**src/rtl/rxfifo_pkg.sv**
```systemverilog
package rxfifo_pkg;

  localparam int CHAR_W = 8;

  // One stored character together with its error tags (11 bits)
  typedef struct packed {
    logic              brk;
    logic              frm;
    logic              par;
    logic [CHAR_W-1:0] data;
  } rxEntry_t;

  // Strobes issued by the control to the datapath each cycle
  typedef struct packed {
    logic wrEn;      // store the offered character at the tail
    logic popEn;     // advance the head pointer
    logic loadIn;    // the offered character becomes the head
    logic loadNext;  // the entry behind the head becomes the head
    logic ovrSet;    // a character was dropped on a full buffer
    logic clrStat;   // status read: clear the sticky flags
  } fifoCtl_t;

endpackage

```
**src/rtl/rxfifoCtl.sv**
```systemverilog
module rxfifoCtl
  import rxfifo_pkg::*;
#(
  parameter int DEPTH = 16
) (
  input  logic     clk,
  input  logic     rstN,
  input  logic     chrValid,
  input  logic     dataRd,
  input  logic     statRd,
  output fifoCtl_t ctl,
  output logic     dataReady
);

  localparam int CNT_W = $clog2(DEPTH + 1);
  localparam logic [CNT_W-1:0] FULL_CNT = CNT_W'(DEPTH);
  localparam logic [CNT_W-1:0] ONE_CNT  = CNT_W'(1);

  logic [CNT_W-1:0] cntQ;
  logic             isFull;
  logic             isEmpty;

  assign isFull  = (cntQ == FULL_CNT);
  assign isEmpty = (cntQ == '0);

  always_comb begin
    ctl          = '0;
    ctl.wrEn     = chrValid && !isFull;
    ctl.popEn    = dataRd && !isEmpty;
    ctl.ovrSet   = chrValid && isFull;
    ctl.clrStat  = statRd;
    // A new head appears from the input when the buffer is empty, or when
    // its only entry is consumed while a new character is written.
    ctl.loadIn   = ctl.wrEn && (isEmpty || (ctl.popEn && cntQ == ONE_CNT));
    ctl.loadNext = ctl.popEn && (cntQ > ONE_CNT);
  end

  always_ff @(posedge clk) begin
    if (!rstN) begin
      cntQ <= '0;
    end else begin
      cntQ <= cntQ + CNT_W'(ctl.wrEn) - CNT_W'(ctl.popEn);
    end
  end

  assign dataReady = !isEmpty;


  no_overflow_chk: assert property (@(posedge clk) disable iff (!rstN)
    cntQ <= FULL_CNT);


  full_drop_chk: assert property (@(posedge clk) disable iff (!rstN)
    (isFull && chrValid && !dataRd) |=> (cntQ == FULL_CNT));


  empty_read_chk: assert property (@(posedge clk) disable iff (!rstN)
    (isEmpty && dataRd && !chrValid) |=> (cntQ == '0));

endmodule

```
**src/rtl/rxfifoData.sv**
```systemverilog
module rxfifoData
  import rxfifo_pkg::*;
#(
  parameter int DEPTH = 16
) (
  input  logic              clk,
  input  logic              rstN,
  input  fifoCtl_t          ctl,
  input  logic [CHAR_W-1:0] chrData,
  input  logic              chrParErr,
  input  logic              chrFrmErr,
  input  logic              chrBrk,
  output logic [CHAR_W-1:0] headData,
  output logic              stOverrun,
  output logic              stParity,
  output logic              stFraming,
  output logic              stBreak
);

  localparam int PTR_W = (DEPTH > 1) ? $clog2(DEPTH) : 1;
  localparam logic [PTR_W-1:0] LAST_IDX = PTR_W'(DEPTH - 1);

  function automatic logic [PTR_W-1:0] bump(input logic [PTR_W-1:0] p);
    return (p == LAST_IDX) ? '0 : p + 1'b1;
  endfunction

  rxEntry_t          slotQ [DEPTH];
  logic [PTR_W-1:0]  wrPtr;
  logic [PTR_W-1:0]  rdPtr;
  rxEntry_t          inEntry;
  rxEntry_t          nextEntry;
  rxEntry_t          loadEntry;
  logic              loadAny;
  logic [CHAR_W-1:0] headQ;
  logic              ovrQ;
  logic              parQ;
  logic              frmQ;
  logic              brkQ;

  assign inEntry   = '{brk: chrBrk, frm: chrFrmErr, par: chrParErr, data: chrData};
  assign nextEntry = slotQ[bump(rdPtr)];
  assign loadAny   = ctl.loadIn || ctl.loadNext;
  assign loadEntry = ctl.loadIn ? inEntry : nextEntry;

  // Storage slots, one register row per entry
  for (genvar g = 0; g < DEPTH; g++) begin : gSlot
    always_ff @(posedge clk) begin
      if (!rstN) begin
        slotQ[g] <= '0;
      end else if (ctl.wrEn && wrPtr == PTR_W'(g)) begin
        slotQ[g] <= inEntry;
      end
    end
  end

  always_ff @(posedge clk) begin
    if (!rstN) begin
      wrPtr <= '0;
      rdPtr <= '0;
    end else begin
      if (ctl.wrEn)  wrPtr <= bump(wrPtr);
      if (ctl.popEn) rdPtr <= bump(rdPtr);
    end
  end

  // Head character and sticky status; a set in the same cycle beats a clear
  always_ff @(posedge clk) begin
    if (!rstN) begin
      headQ <= '0;
      ovrQ  <= 1'b0;
      parQ  <= 1'b0;
      frmQ  <= 1'b0;
      brkQ  <= 1'b0;
    end else begin
      if (loadAny) headQ <= loadEntry.data;
      ovrQ <= (ovrQ && !ctl.clrStat) || ctl.ovrSet;
      parQ <= (parQ && !ctl.clrStat) || (loadAny && loadEntry.par);
      frmQ <= (frmQ && !ctl.clrStat) || (loadAny && loadEntry.frm);
      brkQ <= (brkQ && !ctl.clrStat) || (loadAny && loadEntry.brk);
    end
  end

  assign headData  = headQ;
  assign stOverrun = ovrQ;
  assign stParity  = parQ;
  assign stFraming = frmQ;
  assign stBreak   = brkQ;


  ovr_flag_chk: assert property (@(posedge clk) disable iff (!rstN)
    ctl.ovrSet |=> ovrQ);


  stat_clear_chk: assert property (@(posedge clk) disable iff (!rstN)
    (ctl.clrStat && !loadAny && !ctl.ovrSet) |=> !(ovrQ || parQ || frmQ || brkQ));


  sticky_hold_chk: assert property (@(posedge clk) disable iff (!rstN)
    ((parQ || frmQ || brkQ) && !ctl.clrStat) |=> (parQ || frmQ || brkQ));


  load_wins_chk: assert property (@(posedge clk) disable iff (!rstN)
    (ctl.clrStat && ctl.loadIn && chrParErr) |=> parQ);


  head_hold_chk: assert property (@(posedge clk) disable iff (!rstN)
    !loadAny |=> $stable(headQ));

endmodule

```
**src/rtl/rxLineFifo.sv**
```systemverilog
module rxLineFifo
  import rxfifo_pkg::*;
#(
  parameter int DEPTH = 16
) (
  input  logic       clk,
  input  logic       rstN,
  input  logic       chrValid,
  input  logic [7:0] chrData,
  input  logic       chrParErr,
  input  logic       chrFrmErr,
  input  logic       chrBrk,
  input  logic       dataRd,
  input  logic       statRd,
  output logic [7:0] headData,
  output logic       stDataReady,
  output logic       stOverrun,
  output logic       stParity,
  output logic       stFraming,
  output logic       stBreak
);

  fifoCtl_t ctl;

  rxfifoCtl #(.DEPTH(DEPTH)) uCtl (
    .clk       (clk),
    .rstN      (rstN),
    .chrValid  (chrValid),
    .dataRd    (dataRd),
    .statRd    (statRd),
    .ctl       (ctl),
    .dataReady (stDataReady)
  );

  rxfifoData #(.DEPTH(DEPTH)) uData (
    .clk       (clk),
    .rstN      (rstN),
    .ctl       (ctl),
    .chrData   (chrData),
    .chrParErr (chrParErr),
    .chrFrmErr (chrFrmErr),
    .chrBrk    (chrBrk),
    .headData  (headData),
    .stOverrun (stOverrun),
    .stParity  (stParity),
    .stFraming (stFraming),
    .stBreak   (stBreak)
  );

endmodule

```
**config.mk**
```make
export PLATFORM = sky130hd
export DESIGN_NAME = rxLineFifo
export DESIGN_NICKNAME = d
export VERILOG_FILES = /design/src/rtl/rxfifo_pkg.sv /design/src/rtl/rxfifoCtl.sv /design/src/rtl/rxfifoData.sv /design/src/rtl/rxLineFifo.sv
export SDC_FILE = /design/constraint.sdc
export NUM_CORES = 1
export LEC_CHECK = 0
export BUFFER_PORTS_ARGS = -buffer_cell sky130_fd_sc_hd__buf_2
export CAP_MARGIN = 20
export CORE_ASPECT_RATIO = 0.7
export CORE_UTILIZATION = 46
export CTS_CLUSTER_SIZE = 24
export DETAILED_ROUTE_END_ITERATION = 12
export PLACE_DENSITY_LB_ADDON = 0.1
export SLEW_MARGIN = 25
export SYNTH_ARGS = -nofsm -noshare
export SYNTH_HDL_FRONTEND = slang
export SYNTH_SLANG_ARGS = --single-unit
```
**constraint.sdc**
```tcl
create_clock -name clk -period 3.4 [get_ports clk]
set_input_delay 0.85 -clock clk [delete_from_list [all_inputs] [get_ports clk]]
set_output_delay 0.85 -clock clk [all_outputs]
set_load 0.1 [all_outputs]
```
==> results of run 1 <==
==> per-stage QoR <==
stage	hold WS, ps	instances	util [%]	setup WS (ps)
finish	527	1071	54.2	369
floorplan	502	741	-	522
global route	550	1071	54.2	151
CTS	536	1071	54.2	367
detailed placement	522	1034	50.7	391
global placement	488	1034	50.7	458
==> flip-flops by register name (all words and copies together), names as in the netlist <==
signal           cells
uData.stBreak        1
uData.stOverrun      1
uData.stParity       1
uData.headData       8
uData.rdPtr          4
uData.wrPtr          4
uCtl.cntQ            5
uData.stFraming      1
uData.slotQ        176
==> power by group through the flow <==
stage,sequential [mW],combinational (mW),clock (mW)
finish,3.00,2.25,2.38
global placement,3.04,2.21,0
floorplan,3.40,1.25,0
detailed placement,3.05,2.24,0
global route,3.02,2.42,2.50
CTS,3.00,2.25,2.41
==> Yosys cell counts (10+ instances only) <==
| master | n | share of area, % |
|---|---|---|
| dfxtp_1 | 25 | 5.2 |
| and2_1 | 186 | 12 |
| mux4_2 | 20 | 4.7 |
| clkbuf_1 | 39 | 1.5 |
| nor2_1 | 37 | 1.5 |
| a21oi_1 | 22 | 1.2 |
| a22oi_1 | 17 | 1.3 |
| o21ai_0 | 29 | 1.5 |
| ha_1 | 14 | 1.8 |
| nand2_1 | 35 | 1.4 |
| mux2i_1 | 10 | 1.0 |
| edfxtp_1 | 176 | 55 |
| mux4_1 | 10 | 2.7 |
| inv_1 | 19 | 0.75 |
==> layer usage <==
metal | GRT usage, % | vias up | share of wire, %
li1 | - | 2754 | -
met5 | 0 | - | 0
met4 | 6.09 | 0 | 2.2
met1 | 35.8 | 3020 | 48
met3 | 5.27 | 32 | 6.1
met2 | 36.9 | 150 | 44
==> worst register-to-register path: stages, from the launching register on <==
cell	delay, ps
dfxtp_1	300
inv_1	110
ha_1	170
or3b_1	420
o21a_1	280
ha_1	310
inv_1	40
ha_1	200
fa_1	440
a21oi_1	160
nor2_1	60
or3_1	300
a21oi_1	150
==> kinds of logic (layout without fill, tap and decap cells) <==
logic type | Yosys count | after routing | synth area share [%]
simple gates | 297 | 297 | 17.7
flops | 201 | 201 | 60.5
compound gates | 106 | 106 | 7.03
buf+inv | 74 | 134 | 3.58
mux | 40 | 40 | 8.50
fa+ha+maj | 15 | 15 | 2.04
xor+xnor | 8 | 8 | 0.732
==> worst min-delay path by stage <==
stage | startpoint | endpoint | depth (start not counted)
floorplan | uData.rdPtr[1]$_SDFFE_PN0P_ | uData.rdPtr[1]$_SDFFE_PN0P_ | 2
CTS | uData.stOverrun$_SDFF_PN0_ | uData.stOverrun$_SDFF_PN0_ | 2
finish | uData.stOverrun$_SDFF_PN0_ | uData.stOverrun$_SDFF_PN0_ | 2
global placement | uData.stOverrun$_SDFF_PN0_ | uData.stOverrun$_SDFF_PN0_ | 2
global route | uData.stOverrun$_SDFF_PN0_ | uData.stOverrun$_SDFF_PN0_ | 2
detailed placement | uData.stOverrun$_SDFF_PN0_ | uData.stOverrun$_SDFF_PN0_ | 2
==> layout make-up <==
type | count | area share [%]
inverter | 20 | 0.690
clock inverter | 8 | 1.12
clock buffer | 29 | 5.38
multi-input combinational | 466 | 31.8
timing repair buffer | 77 | 4.67
sequential | 201 | 53.2
tap | 270 | 3.11
==> results.txt, run 1 <==
Fin crit share - 89.1%
Net Sw Frac - 33.8%
Largest net degree at the start of global routing - 32
Most Frequent Cell on Critical Path - ha_1
Worst setup SP type - flop
Yosys synthesis warning count - 0
RSZ-0062 raised after global routing - false
Max-cap check violation count - 0
Crit-path cells - inv_1, ha_1, or3b_1, o21a_1, ha_1, inv_1, ha_1, fa_1, a21oi_1, nor2_1, or3_1, a21oi_1
CTS tree - yes
Most frequent cells in the layout - and2_1 (186), edfxtp_1 (176), buf_4 (49), nor2_1 (37), nand2_1 (35)
Mapped Cells - 741
CP Buf/Inv Count - 2
Die width - 174 um
Netlist cell types - 47
Post-Syn Area - 9570 um^2
Share of cells above drive strength 1 - 17.4%
Power Density - 702 nW/um^2
CP Max Fanout - 6
Post-synth EDFFs - 176
Worst-path clk slew - 60 ps
Initial antenna violation count - 1
Sequential fraction of the synthesis area - 60.5%
Avg Cell Area, Syn - 12.9 um^2
Sequential share of power - 39.3%
Die H - 123 um
LEAKAGE - 4.09 nW
Clk Latency, worst-skew pair - 500 ps
Vias - 5,956
# setup viols final - 0
Number of global-route vias before repair - 5,972
Slowest CP cell - fa_1
Crit path DAT - 3460 ps
WS Path Type - flop to flop
Final Cell Area - 10,900 um^2
Nets - 818
Setup Buffers After CTS - 0
Die ar. - 21,400 um^2
Clk sinks - 201
Reg2Reg Depth - 12
Area post-placement - 10,200 um^2
Area taken by multi-input logic gates - 3460 um^2
R2r endpoint - uCtl.cntQ[4]$_SDFF_PN0_
PostCTS Resize Cnt - 0
RR Startpoint - uCtl.cntQ[3]$_SDFF_PN0_
DR pass1 iterations - 5
Synth Flop Type - edfxtp_1
First-pass GRT wire length - 37,700 um
Placeable Area - 20,100 um^2
Final Hold Viols - 0
PortBufs - 28
# hold bufs at CTS - 0
Worst setup endpoint - uCtl.cntQ[4]$_SDFF_PN0_
Design Power - 7.63 mW
Most common library cell in the layout ignoring fill and taps - and2_1
Peak supply drop - 0.448 mV
Total CTS buffers - 21
Async SR Flop Fraction - 0%
DRT iter0 DRCs - 528
Post-route ant nets - 0
Reg2reg setup slack - 370 ps
Initial Utilization - 47.7%
WL/cell - 23.1 um
Fillers - 1,687
Clock Power Share - 31.2%
H-tree Lvls - 1
Min Clock Period, post-route - 3030 ps
CP Capture Type - flop
Slew HR - 46.7%
Internal power - 5.05 mW
Syn nets - 772
Comb pwr share - 29.5%
Root Buffer - clkbuf_16
Final clock skew - 13.6 ps
Area growth, synth to finish - 13.6%
Hold WC Path Type - flop to flop
Total Routing Usage GR - 24.4%
CP top delay family - adder cells
Post-route setup TNS - 0 ps
Vias/cell - 5.56
GP Congestion - 0.797
Seq. cell area - 5790 um^2
# diodes - 0
Critical Path Stages - 12
CTS max path bufs - 3
Status - complete, no violations
Final Max Slew Viols - 0
I/O pins - 29
CP peak stage delay - 440 ps
Crit path launch - uCtl.cntQ[3]$_SDFF_PN0_
Number of synthesized register bits - 201
Overflow after GRT - 0
CP required - 3830 ps
Rows - 43
HPWL Detailed - 16,200 um
Post-route DRC - 0
Drt total wl - 24,700 um
Sw power - 2.58 mW
Pin slew with the least headroom to its limit - 793 ps
Fmax - 330 MHz
Note: power is estimated with default switching activity, not from simulation.
==> run 2, diff against run 1 <==
--- a/config.mk
+++ b/config.mk
@@ -11,7 +11,7 @@
 export CORE_UTILIZATION = 46
 export CTS_CLUSTER_SIZE = 24
 export DETAILED_ROUTE_END_ITERATION = 12
-export PLACE_DENSITY_LB_ADDON = 0.1
+export PLACE_DENSITY_LB_ADDON = 0.05
 export SLEW_MARGIN = 25
 export SYNTH_ARGS = -nofsm -noshare
 export SYNTH_HDL_FRONTEND = slang
==> run 2 against run 1 <==
Compared with the run above:
- sequential power about the same
- count of clock-buffer cells in the layout grew 2
- wire length decreased by 0.30%
- highest routed layer unchanged
- first-iteration DRC count rose by 13%
- clock skew increased by 3.5 ps
- flip-flop and latch count is the same
- total power down 3.8%
- fmax up 1.5%
- largest power group unchanged
- die area unchanged
==> results.txt, run 2 (synthesized netlist as in run 1, its figures left out) <==
CP required - 3830 ps
Clk sinks - 201
Slew HR - 40.8%
LEAKAGE - 4.03 nW
CTS tree - yes
Share of cells above drive strength 1 - 16.5%
Setup Buffers After CTS - 0
Area growth, synth to finish - 12.5%
Pin slew with the least headroom to its limit - 882 ps
H-tree Lvls - 1
I/O pins - 29
Max FFs per register - 176
Fmax - 335 MHz
Fin crit share - 87.8%
Initial Utilization - 47.7%
RR Startpoint - uCtl.cntQ[3]$_SDFF_PN0_
CP Max Fanout - 6
DR pass1 iterations - 5
Placeable Area - 20,100 um^2
Overflow after GRT - 0
Reg with most FFs - uData.slotQ
Worst-path clk slew - 60 ps
Final Cell Area - 10,800 um^2
Largest net degree at the start of global routing - 45
Final Hold Viols - 0
Hold WC Path Type - flop to flop
Post-route DRC - 0
Vias/cell - 5.55
CTS max path bufs - 3
Max-cap check violation count - 0
WS Path Type - flop to flop
Clock Power Share - 28.7%
Comb pwr share - 30.4%
Die H - 123 um
RSZ-0062 raised after global routing - false
Area post-placement - 10,200 um^2
PostCTS Resize Cnt - 0
R2r endpoint - uCtl.cntQ[4]$_SDFF_PN0_
WL/cell - 23.1 um
Clk Latency, worst-skew pair - 510 ps
Worst setup endpoint - uCtl.cntQ[4]$_SDFF_PN0_
Internal power - 4.76 mW
Status - complete, no violations
Most frequent cells in the layout - and2_1 (186), edfxtp_1 (176), buf_4 (46), nor2_1 (37), nand2_1 (35)
Worst hold start - uData.stOverrun$_SDFF_PN0_
Total Routing Usage GR - 24.0%
Post-route setup TNS - 0 ps
Final Max Slew Viols - 0
Post-route ant nets - 0
Sw power - 2.59 mW
# diodes - 0
CP Capture Type - flop
# hold bufs at CTS - 0
Crit path launch - uCtl.cntQ[3]$_SDFF_PN0_
Min Clock Period, post-route - 2980 ps
Number of global-route vias before repair - 5,907
Reg2reg setup slack - 420 ps
Die ar. - 21,400 um^2
Reg2Reg Depth - 12
Peak supply drop - 0.420 mV
Sequential share of power - 40.9%
Final clock skew - 17.0 ps
Crit path DAT - 3410 ps
Initial antenna violation count - 1
First-pass GRT wire length - 37,300 um
Worst setup SP type - flop
Vias - 5,937
Most common library cell in the layout ignoring fill and taps - and2_1
DRT iter0 DRCs - 596
PortBufs - 28
Total CTS buffers - 21
# setup viols final - 0
Die width - 174 um
Root Buffer - clkbuf_16
HPWL Detailed - 16,200 um
Power Density - 682 nW/um^2
Nets - 816
Net Sw Frac - 35.2%
Drt total wl - 24,700 um
Rows - 43
GP Congestion - 0.794
run 2: cell types whose count changed in the layout (fill, tap and decap cells not counted):
cell / delta
clkbuf_1: +5
buf_4: -3
bufinv_16: -3
clkbuf_8: -3
clkinvlp_4: -3
clkinv_2: +2
buf_12: +1
clkinv_1: +1
clkinvlp_2: +1
inv_6: +1
run 2: stage by stage:
stage / cells / hold slack, ps / setup WS [ps] / utilization, % / power [mW]
floorplan: 741 / 502 / 522 / - / 4.65
global route: 1070 / 535 / 175 / 53.6 / 7.64
finish: 1070 / 509 / 415 / 53.6 / 7.34
detailed placement: 1032 / 501 / 423 / 50.7 / 5.28
global placement: 1032 / 494 / 458 / 50.7 / 5.25
CTS: 1070 / 515 / 407 / 53.6 / 7.37
run 2: how the worst min path moves through the flow:
| stage | endpoint | slack, ps | depth (start not counted) |
|---|---|---|---|
| 2_1_floorplan | uData.rdPtr[1]$_SDFFE_PN0P_ | 500 | 2 |
| 3_3_place_gp | uData.stOverrun$_SDFF_PN0_ | 490 | 2 |
| 3_5_place_dp | uData.stOverrun$_SDFF_PN0_ | 500 | 2 |
| 4_1_cts | uData.stOverrun$_SDFF_PN0_ | 520 | 2 |
| 5_1_grt | uData.stOverrun$_SDFF_PN0_ | 540 | 2 |
| 6_report | uData.stOverrun$_SDFF_PN0_ | 510 | 2 |
run 2: area by class of cell:
type                    count  area (um^2)
fillers                  1668         9300
flip-flops and latches    201         5790
repair buffers             75          505
clock inverters             7         36.3
well taps                 270          338
clock buffers              31          563
multi-input cells         466         3460
inverters                  20         75.1
run 2: worst max-delay path: stages, from the launching register on:
cell and delay, ps:
dfxtp_1 300, inv_1 110, ha_1 170, or3b_1 430, o21a_1 290, ha_1 300, inv_1 30, ha_1 200
fa_1 430, a21oi_1 160, nor2_1 60, or3_1 300, a21oi_1 150
run 2: layer usage:
layer | track usage [%] | up-vias | wire length, um
li1 | - | 2754 | -
met1 | 36.0 | 2966 | 12000
met2 | 35.5 | 182 | 10500
met3 | 4.74 | 35 | 1600
met4 | 6.36 | 0 | 631
met5 | 0 | - | 0
run 2: power by group through the flow:
stage                     Clock, mW  Sequential (mW)  Combinational, mW
after global placement            0             3.05               2.20
final                          2.10             3.01               2.23
after floorplan                   0             3.40               1.25
after global routing           2.22             3.02               2.39
after CTS                      2.13             3.01               2.23
after detailed placement          0             3.05               2.22
==> run 3, diff against run 2 <==
--- a/config.mk
+++ b/config.mk
@@ -11,7 +11,7 @@
 export CORE_UTILIZATION = 46
 export CTS_CLUSTER_SIZE = 24
 export DETAILED_ROUTE_END_ITERATION = 12
-export PLACE_DENSITY_LB_ADDON = 0.05
+export PLACE_DENSITY_LB_ADDON = 0.12
 export SLEW_MARGIN = 25
 export SYNTH_ARGS = -nofsm -noshare
 export SYNTH_HDL_FRONTEND = slang
==> run 3 against run 2 <==
Compared with the run above:
- combinational power is essentially flat
- cell area increased by 0.81%
- sequential share of layout area shrank 0.43 points
- critical path type unchanged
- non-clock buffer count is 1 lower
- clock power increased by 12%
- via count grew 1.0%
- critical path depth unchanged
- sequential power barely moved
==> results.txt, run 3 (synthesized netlist as in run 1, its figures left out) <==
Rows - 43
CP required - 3820 ps
Total CTS buffers - 21
Final Hold Viols - 0
Power Density - 700 nW/um^2
First-pass GRT wire length - 37,500 um
# hold bufs at CTS - 0
Hold WC Path Type - flop to flop
Initial antenna violation count - 0
Post-route ant nets - 0
Vias/cell - 5.61
I/O pins - 29
# diodes - 0
Most frequent cells in the layout - and2_1 (186), edfxtp_1 (176), buf_4 (45), nor2_1 (37), nand2_1 (35)
Die ar. - 21,400 um^2
PortBufs - 28
Worst setup SP type - flop
# setup viols final - 0
Peak supply drop - 0.793 mV
Fin crit share - 90.0%
Post-Place Cells - 1,031
Root Buffer - clkbuf_16
Post-route setup TNS - 0 ps
Status - complete, no violations
DRT iter0 DRCs - 546
GP Congestion - 0.812
H-tree Lvls - 1
RSZ-0062 raised after global routing - false
LEAKAGE - 4.08 nW
Post-route DRC - 0
Final clock skew - 17.1 ps
Clk sinks - 201
PostCTS Resize Cnt - 0
Crit path DAT - 3480 ps
Area growth, synth to finish - 13.4%
Total Routing Usage GR - 24.3%
Final Max Slew Viols - 0
Reg with most FFs - uData.slotQ
Initial Utilization - 47.7%
Pin slew with the least headroom to its limit - 796 ps
CP Max Fanout - 6
Fmax - 327 MHz
Die H - 123 um
Slew HR - 46.6%
Fin Hold WS - 530 ps
Overflow after GRT - 0
WS Path Type - flop to flop
Vias - 5,997
Fillers - 1,687
Nets - 815
Drt total wl - 24,700 um
CTS tree - yes
CTS max path bufs - 3
Worst-path clk slew - 60 ps
Number of global-route vias before repair - 5,980
Max FFs per register - 176
Non-filler cells, final - 1,069
DR pass1 iterations - 7
Setup Buffers After CTS - 0
HPWL Detailed - 16,100 um
CP Capture Type - flop
Design Power - 7.59 mW
DP Worst Slack - 358 ps
Share of cells above drive strength 1 - 17.3%
Final setup margin - 340 ps
Max-cap check violation count - 0
WL/cell - 23.1 um
Largest net degree at the start of global routing - 31
Placeable Area - 20,100 um^2
Clk Latency, worst-skew pair - 510 ps
Most common library cell in the layout ignoring fill and taps - and2_1
Min Clock Period, post-route - 3060 ps
Die width - 174 um
==> run 3: cell count changes in the layout (fill, tap and decap cells not counted) <==
cell / change
buf_4: -1
bufinv_16: +3
clkbuf_1: -6
clkbuf_8: +1
clkinv_1: -1
clkinv_2: +3
clkinvlp_2: -1
clkinvlp_4: +1
==> run 3: worst paths after layout <==
kind	from	end	slack (ps)	cells after the start
max	uCtl.cntQ[2]$_SDFF_PN0_	uCtl.cntQ[4]$_SDFF_PN0_	340	12
min	uData.stOverrun$_SDFF_PN0_	uData.stOverrun$_SDFF_PN0_	530	2
max reg2reg	uCtl.cntQ[2]$_SDFF_PN0_	uCtl.cntQ[4]$_SDFF_PN0_	340	12
min reg2reg	uData.stOverrun$_SDFF_PN0_	uData.stOverrun$_SDFF_PN0_	530	2
==> run 3: power by group <==
group	switching (mW)	internal [mW]	leakage, nW	total (mW)
Combinational	1.51	0.713	1.71	2.22
Sequential	0.123	2.89	2.03	3.02
Clock	0.967	1.39	0.343	2.36
Total	2.60	5.00	4.08	7.59
==> run 3: area by class of cell <==
type / count / area, um^2 / share of cell area [%]
Timing Repair Buffer: 74 / 498 / 4.59
Multi-Input combinational cell: 466 / 3460 / 31.9
Tap cell: 270 / 338 / 3.11
Clock buffer: 26 / 554 / 5.11
Clock inverter: 12 / 140 / 1.29
Inverter: 20 / 75.1 / 0.692
Sequential cell: 201 / 5790 / 53.3
==> run 3: stage by stage <==
stage,cell area (um^2),util (%)
final,10900,54.1
after detailed placement,10200,50.6
after global placement,10200,50.6
after global routing,10900,54.1
after floorplan,9570,-
after CTS,10900,54.1
==> run 3: metal layers <==
metal / up-vias / global-route usage, % / share of wire [%]
met1: 2999 / 36.4 / 48
met5: - / 0 / 0
li1: 2750 / - / -
met2: 199 / 35.8 / 42
met4: 0 / 7.73 / 3.1
met3: 49 / 4.52 / 7.4
==> run 3: worst max-delay path, stage by stage, from the launching register on <==
cell	delay, ps
dfxtp_1	320
inv_1	110
ha_1	160
or3b_1	430
o21a_1	280
ha_1	310
inv_1	40
ha_1	200
fa_1	430
a21oi_1	160
nor2_1	50
or3_1	310
a21oi_1	180
